==> src/rtl/ptw_pkg.sv <==
package ptw_pkg;
  localparam int PTE_W  = 32;
  localparam int ATTR_W = 5;
  localparam int BIT_P  = 0;
  localparam int BIT_W  = 1;
  localparam int BIT_R  = 2;
  localparam int BIT_M  = 3;
  localparam int BIT_CD = 4;

  typedef enum logic [1:0] {
    RES_OK         = 2'd0,
    RES_PAGE_FAULT = 2'd1,
    RES_PROT_FAULT = 2'd2
  } walk_res_e;

  typedef enum logic [2:0] {
    ST_IDLE,
    ST_TOP,
    ST_LEAF,
    ST_UPD,
    ST_DONE
  } walk_st_e;
endpackage

==> src/rtl/ptw_addr.sv <==
module ptw_addr #(
  parameter int PT1_W = 10,
  parameter int PT2_W = 10,
  parameter int OFF_W = 12,
  parameter int PA_W  = 32
) (
  input  logic [PT1_W+PT2_W+OFF_W-1:0] va,
  input  logic [PA_W-OFF_W-1:0]        root_frame,
  input  logic [PA_W-OFF_W-1:0]        dir_frame,
  output logic [PA_W-1:0]              top_addr,
  output logic [PA_W-1:0]              leaf_addr,
  output logic [OFF_W-1:0]             offset
);
  localparam int VA_W = PT1_W + PT2_W + OFF_W;

  logic [PT1_W-1:0] pt1;
  logic [PT2_W-1:0] pt2;

  always_comb begin
    pt1       = va[VA_W-1 -: PT1_W];
    pt2       = va[OFF_W +: PT2_W];
    offset    = va[OFF_W-1:0];
    top_addr  = {root_frame, {OFF_W{1'b0}}} + (PA_W'(pt1) << 2);
    leaf_addr = {dir_frame,  {OFF_W{1'b0}}} + (PA_W'(pt2) << 2);
  end
endmodule

==> src/rtl/ptw_check.sv <==
module ptw_check
  import ptw_pkg::*;
(
  input  logic [PTE_W-1:0] entry,
  input  logic             is_wr,
  output logic             present,
  output logic             wr_ok,
  output logic [PTE_W-1:0] upd,
  output logic             wb_need
);
  always_comb begin
    present = entry[BIT_P];
    wr_ok   = entry[BIT_W];
    upd     = entry;
    upd[BIT_R] = 1'b1;
    if (is_wr) upd[BIT_M] = 1'b1;
    wb_need = (upd != entry);
  end
endmodule

==> src/rtl/ptw_fsm.sv <==
module ptw_fsm
  import ptw_pkg::*;
(
  input  logic      clk,
  input  logic      arst_n,
  input  logic      start,
  input  logic      mem_ack,
  input  logic      is_wr,
  input  logic      top_present,
  input  logic      leaf_present,
  input  logic      leaf_wr_ok,
  input  logic      leaf_wb_need,
  output walk_st_e  state_q,
  output logic      fin_set,
  output walk_res_e fin_code
);
  walk_st_e state_d;

  always_comb begin
    state_d  = state_q;
    fin_set  = 1'b0;
    fin_code = RES_OK;
    case (state_q)
      ST_IDLE: if (start) state_d = ST_TOP;
      ST_TOP: begin
        if (mem_ack) begin
          if (top_present) begin
            state_d = ST_LEAF;
          end else begin
            state_d  = ST_DONE;
            fin_set  = 1'b1;
            fin_code = RES_PAGE_FAULT;
          end
        end
      end
      ST_LEAF: begin
        if (mem_ack) begin
          if (!leaf_present) begin
            state_d  = ST_DONE;
            fin_set  = 1'b1;
            fin_code = RES_PAGE_FAULT;
          end else if (is_wr && !leaf_wr_ok) begin
            state_d  = ST_DONE;
            fin_set  = 1'b1;
            fin_code = RES_PROT_FAULT;
          end else if (leaf_wb_need) begin
            state_d = ST_UPD;
          end else begin
            state_d  = ST_DONE;
            fin_set  = 1'b1;
            fin_code = RES_OK;
          end
        end
      end
      ST_UPD: begin
        if (mem_ack) begin
          state_d  = ST_DONE;
          fin_set  = 1'b1;
          fin_code = RES_OK;
        end
      end
      ST_DONE: state_d = ST_IDLE;
      default: state_d = ST_IDLE;
    endcase
  end

  always_ff @(posedge clk or negedge arst_n) begin
    if (!arst_n) state_q <= ST_IDLE;
    else         state_q <= state_d;
  end
endmodule

==> src/rtl/ptw_walker.sv <==
module ptw_walker
  import ptw_pkg::*;
#(
  parameter int PT1_W = 10,
  parameter int PT2_W = 10,
  parameter int OFF_W = 12,
  parameter int PA_W  = 32
) (
  input  logic                        clk,
  input  logic                        rst_n,
  input  logic [PA_W-1:0]             root_base,
  input  logic                        start,
  input  logic [PT1_W+PT2_W+OFF_W-1:0] vaddr,
  input  logic                        is_write,
  output logic                        busy,
  output logic                        done,
  output logic [1:0]                  result,
  output logic [PA_W-1:0]             paddr,
  output logic [ATTR_W-1:0]           attr,
  output logic                        mem_req,
  output logic                        mem_we,
  output logic [PA_W-1:0]             mem_addr,
  output logic [PTE_W-1:0]            mem_wdata,
  input  logic                        mem_ack,
  input  logic [PTE_W-1:0]            mem_rdata
);
  localparam int VA_W  = PT1_W + PT2_W + OFF_W;
  localparam int FRM_W = PA_W - OFF_W;

  // reset: asserted asynchronously, released after two clock edges
  logic [1:0] rst_sync_q;
  logic       arst_n;
  always_ff @(posedge clk or negedge rst_n) begin
    if (!rst_n) rst_sync_q <= '0;
    else        rst_sync_q <= {rst_sync_q[0], 1'b1};
  end
  assign arst_n = rst_sync_q[1];

  walk_st_e   state_q;
  logic       fin_set;
  walk_res_e  fin_code;
  logic       accept;

  logic [VA_W-1:0]  va_q;
  logic             wr_q;
  logic [FRM_W-1:0] root_q;
  logic [FRM_W-1:0] dir_q;
  logic [PTE_W-1:0] ent_q;
  logic [1:0]       res_q;
  logic [PA_W-1:0]  pa_q;
  logic [ATTR_W-1:0] attr_q;

  logic [PA_W-1:0]  top_addr;
  logic [PA_W-1:0]  leaf_addr;
  logic [OFF_W-1:0] offset;
  logic             chk_present;
  logic             chk_wr_ok;
  logic [PTE_W-1:0] chk_upd;
  logic             chk_wb_need;
  logic [PTE_W-1:0] fin_ent;

  assign accept = start && (state_q == ST_IDLE);

  ptw_addr #(
    .PT1_W(PT1_W), .PT2_W(PT2_W), .OFF_W(OFF_W), .PA_W(PA_W)
  ) u_addr (
    .va        (va_q),
    .root_frame(root_q),
    .dir_frame (dir_q),
    .top_addr  (top_addr),
    .leaf_addr (leaf_addr),
    .offset    (offset)
  );

  ptw_check u_check (
    .entry  (mem_rdata),
    .is_wr  (wr_q),
    .present(chk_present),
    .wr_ok  (chk_wr_ok),
    .upd    (chk_upd),
    .wb_need(chk_wb_need)
  );

  ptw_fsm u_fsm (
    .clk         (clk),
    .arst_n      (arst_n),
    .start       (start),
    .mem_ack     (mem_ack),
    .is_wr       (wr_q),
    .top_present (mem_rdata[BIT_P]),
    .leaf_present(chk_present),
    .leaf_wr_ok  (chk_wr_ok),
    .leaf_wb_need(chk_wb_need),
    .state_q     (state_q),
    .fin_set     (fin_set),
    .fin_code    (fin_code)
  );

  // request capture
  always_ff @(posedge clk or negedge arst_n) begin
    if (!arst_n) begin
      va_q   <= '0;
      wr_q   <= 1'b0;
      root_q <= '0;
    end else if (accept) begin
      va_q   <= vaddr;
      wr_q   <= is_write;
      root_q <= root_base[PA_W-1 -: FRM_W];
    end
  end

  // directory frame capture
  always_ff @(posedge clk or negedge arst_n) begin
    if (!arst_n)                              dir_q <= '0;
    else if (state_q == ST_TOP && mem_ack)    dir_q <= mem_rdata[PTE_W-1 -: FRM_W];
  end

  // updated leaf entry, held for the write-back
  always_ff @(posedge clk or negedge arst_n) begin
    if (!arst_n)                              ent_q <= '0;
    else if (state_q == ST_LEAF && mem_ack)   ent_q <= chk_upd;
  end

  assign fin_ent = (state_q == ST_UPD) ? ent_q : chk_upd;

  // completion registers
  always_ff @(posedge clk or negedge arst_n) begin
    if (!arst_n) begin
      res_q  <= '0;
      pa_q   <= '0;
      attr_q <= '0;
    end else if (fin_set) begin
      res_q <= fin_code;
      if (fin_code == RES_OK) begin
        pa_q   <= {fin_ent[PTE_W-1 -: FRM_W], offset};
        attr_q <= fin_ent[ATTR_W-1:0];
      end else begin
        pa_q   <= '0;
        attr_q <= '0;
      end
    end
  end

  always_comb begin
    busy      = (state_q != ST_IDLE);
    done      = (state_q == ST_DONE);
    result    = res_q;
    paddr     = pa_q;
    attr      = attr_q;
    mem_req   = (state_q == ST_TOP) || (state_q == ST_LEAF) || (state_q == ST_UPD);
    mem_we    = (state_q == ST_UPD);
    mem_wdata = (state_q == ST_UPD) ? ent_q : '0;
    case (state_q)
      ST_TOP:          mem_addr = top_addr;
      ST_LEAF, ST_UPD: mem_addr = leaf_addr;
      default:         mem_addr = '0;
    endcase
  end
endmodule

==> config.mk <==
export PLATFORM = sky130hd
export DESIGN_NAME = ptw_walker
export DESIGN_NICKNAME = d
export VERILOG_FILES = /design/src/rtl/ptw_pkg.sv /design/src/rtl/ptw_addr.sv /design/src/rtl/ptw_check.sv /design/src/rtl/ptw_fsm.sv /design/src/rtl/ptw_walker.sv
export SDC_FILE = /design/constraint.sdc
export NUM_CORES = 1
export LEC_CHECK = 0
export ABC_AREA = 0
export ABC_CLOCK_PERIOD_IN_PS = 9200
export BUFFER_PORTS_ARGS = -buffer_cell sky130_fd_sc_hd__clkbuf_2
export CAP_MARGIN = 0
export CORE_MARGIN = 2
export CORE_UTILIZATION = 35
export CTS_CLUSTER_SIZE = 24
export DETAILED_ROUTE_END_ITERATION = 8
export MAX_ROUTING_LAYER = met4
export SYNTH_ARGS = -nofsm -noshare
export SYNTH_HDL_FRONTEND = slang
export SYNTH_SLANG_ARGS = --single-unit
==> constraint.sdc <==
create_clock -name clk -period 9.2 [get_ports clk]
set_input_delay 0.92 -clock clk [delete_from_list [all_inputs] [get_ports clk]]
set_output_delay 0.92 -clock clk [all_outputs]
set_load 0.005 [all_outputs]
==> flow_summary.json <==
{
  "synth_most_common_cell": "dfrtp_1",
  "drt-pass1-iter-count": 4,
  "finClkSkew_ps": 10.8,
  "r2r_end": "attr[3]$_DFFE_PN0P_",
  "cts_sinks": 149,
  "r2r_cells": 5,
  "antenna_found_initial": 0,
  "die_area_um2": 20200,
  "wl_per_cell_um": 17.3,
  "final_hold_viol_count": 0,
  "core_area_um2": 18700,
  "fin_crit_ps": 3310,
  "htree_levels": 4,
  "critPathBufInv": 2,
  "die_x_um": 142,
  "synth.area.top_cells": "dfrtp_1, mux2_2, mux2_4, a22o_1, nand2_1",
  "fmax_mhz": 302,
  "drc": 0,
  "tightest_slew_ps": 1390,
  "crit_path_cell_trace": "nor3b_2 -> buf_4 -> a22o_1 -> clkbuf_2",
  "post_cts_buffers": 0,
  "required_ps": 8280,
  "critical_path.top_delay_family": "simple AND/OR/NAND/NOR gates",
  "antennaDiodeCount": 0,
  "synth_edf_count": 0,
  "hold_buffers": 0,
  "report.final.slew_viol_count": 0,
  "p_leak_nw": 4.28,
  "worstHoldPathType": "in2async",
  "maxSlewHeadroom": 0.0699,
  "grt_pass1_vias": 4936,
  "synth.distinct_cells": 38,
  "grt.total_usage": 0.172,
  "cts_resized": 0,
  "drt_iter0_drc": 252,
  "place_congestion": 0.816,
  "status": "completed",
  "drv_cap": 0,
  "cts_root_buffer": "clkbuf_16",
  "viasPerCell": 4.92,
  "final_antenna_net_count": 0,
  "crit_type": "reg2out",
  "cp_max_fo": 23,
  "syn_inst": 525,
  "num_rows": 50,
  "grt_pass1_wl_um": 25900,
  "start_util": 0.356,
  "critical_path.startpoint_type": "register",
  "n_fill_cell": 1739,
  "area_delta_synth_final_pct": 26.2,
  "dr_total_vias": 4702,
  "layout.nets": 813,
  "crit_path_max_incr_delay_ps": 650,
  "end_kind": "primary output",
  "clk_latency_ps": 420,
  "async_reset_ff_frac": 1.00,
  "slowest_stage": "nor3b_2",
  "drt-total-wl_um": 16500,
  "yosysTopAreaCellShare": 0.559,
  "period_share": 0.359,
  "synth_seq_area_share": 0.559,
  "hold_ws_ps": 271,
  "setup_viol": 0,
  "cts.reportedPaths.clkPinSlew_ps": 60,
  "synthTopCellsByCount": "dfrtp_1, mux2_2, nand2_1",
  "cts.path.max_buffers": 2,
  "cp-startpoint": "u_fsm.state_q[0]$_DFFE_PN0P_",
  "synth_area_per_cell_um2": 12.7,
  "ys_ff_latch": 149,
  "cts_buffers": 17,
  "powerDensity_nw_per_um2": 373,
  "regToRegStartpoint": "u_fsm.state_q[0]$_DFFE_PN0P_",
  "peakVddDrop_uv": 170,
  "hpwlAfterDp_um": 11600,
  "fp.dieH_um": 142,
  "tns_ps": 0,
  "grt_overflow": 0,
  "synth_top_area_cell": "dfrtp_1",
  "grt_max_degree": 76,
  "yosysWarnings": 0,
  "critPathArrivalTime_ps": 2390,
  "portBuffers": 193,
  "layout-drive-gt1-share": 0.503,
  "cts_tree": "built",
  "synth_ff_type": "dfrtp_1",
  "rsz0062_at_grt": "false",
  "synthesis.area_um2": 6670,
  "io_pins": 208,
  "ff2ff_setup_slack_ps": 6450
}
[registers in the layout, indices dropped and copies added, names as in the netlist]
signal	cells
u_fsm.state_q	3
va_q	32
attr	5
dir_q	20
result	2
rst_sync_q	2
paddr	32
ent_q	32
root_q	20
wr_q	1
[power by group]
part / internal, mW / switching [mW]
combinational: 0.682 / 0.545
sequential: 0.989 / 0.196
clock: 0.463 / 0.265
total: 2.13 / 1.01
[worst register-to-register path: cells and delay by family (launching register included)]
family,cells,cell delay (ps)
buf+inv,1,490
flops,1,510
compound gates,2,710
mux,1,250
simple gates,1,680
[logic make-up (layout without fill, tap and decap cells)]
kind of cell | Yosys count | count (layout) | synth area share
compound gates | 69 | 69 | 0.0751
xor+xnor | 1 | 1 | 0.00131
mux | 139 | 139 | 0.246
other cells | 2 | 3 | 0.00113
buf+inv | 78 | 274 | 0.0570
flops | 149 | 149 | 0.559
simple gates | 87 | 87 | 0.0604
[layout by cell type, fill, tap and decap left out, types with 2 or more instances in the layout]
cell,instances
inv_1,43
clkbuf_16,17
mux2_2,99
and2_1,10
conb_1,3
a21oi_1,25
a22o_1,30
dfrtp_1,148
o21ai_0,3
mux2_4,24
or2_2,2
nor2_1,3
clkbuf_2,193
mux2_1,3
o22ai_1,2
nand2_1,61
o21a_1,2
clkinvlp_4,4
bufinv_16,4
clkbuf_8,2
mux2i_1,13
buf_4,9
[worst max path at each step]
stage	end	slack [ps]	depth (start not counted)
2_1_floorplan	attr[0]$_DFFE_PN0P_	4740	0
3_3_place_gp	paddr[16]$_DFFE_PN0P_	5900	7
3_5_place_dp	attr[3]$_DFFE_PN0P_	5830	6
4_1_cts	mem_addr[11]	5830	4
5_1_grt	mem_addr[12]	5670	4
6_report	mem_addr[11]	5890	4
[per-stage QoR]
stage	util	power (mW)	worst slack [ps]	cell area, um^2	instances
floorplan	-	2.02	4740	6670	526
global placement	0.417	2.39	5900	7800	927
detailed placement	0.417	2.44	5830	7800	927
CTS	0.450	3.19	5830	8420	956
global route	0.450	3.34	5670	8420	956
finish	0.450	3.14	5890	8420	956
[cell type report]
| cell class | instances | area [um^2] | share of cell area |
|---|---|---|---|
| clock buffers | 20 | 457 | 0.0543 |
| clock inverters | 9 | 155 | 0.0184 |
| inverters | 43 | 161 | 0.0192 |
| multi-input cells | 299 | 2580 | 0.307 |
| flip-flops and latches | 149 | 3730 | 0.443 |
| well taps | 234 | 293 | 0.0348 |
| repair buffers | 202 | 1030 | 0.123 |
[per-layer routing]
layer,GRT usage,up-vias,share of wire
li1,-,2153,-
met1,0.207,2385,0.43
met4,0.0532,0,0.014
met5,-,-,0
met2,0.287,147,0.51
met3,0.0434,17,0.050
(Power assumes the default switching activity.)
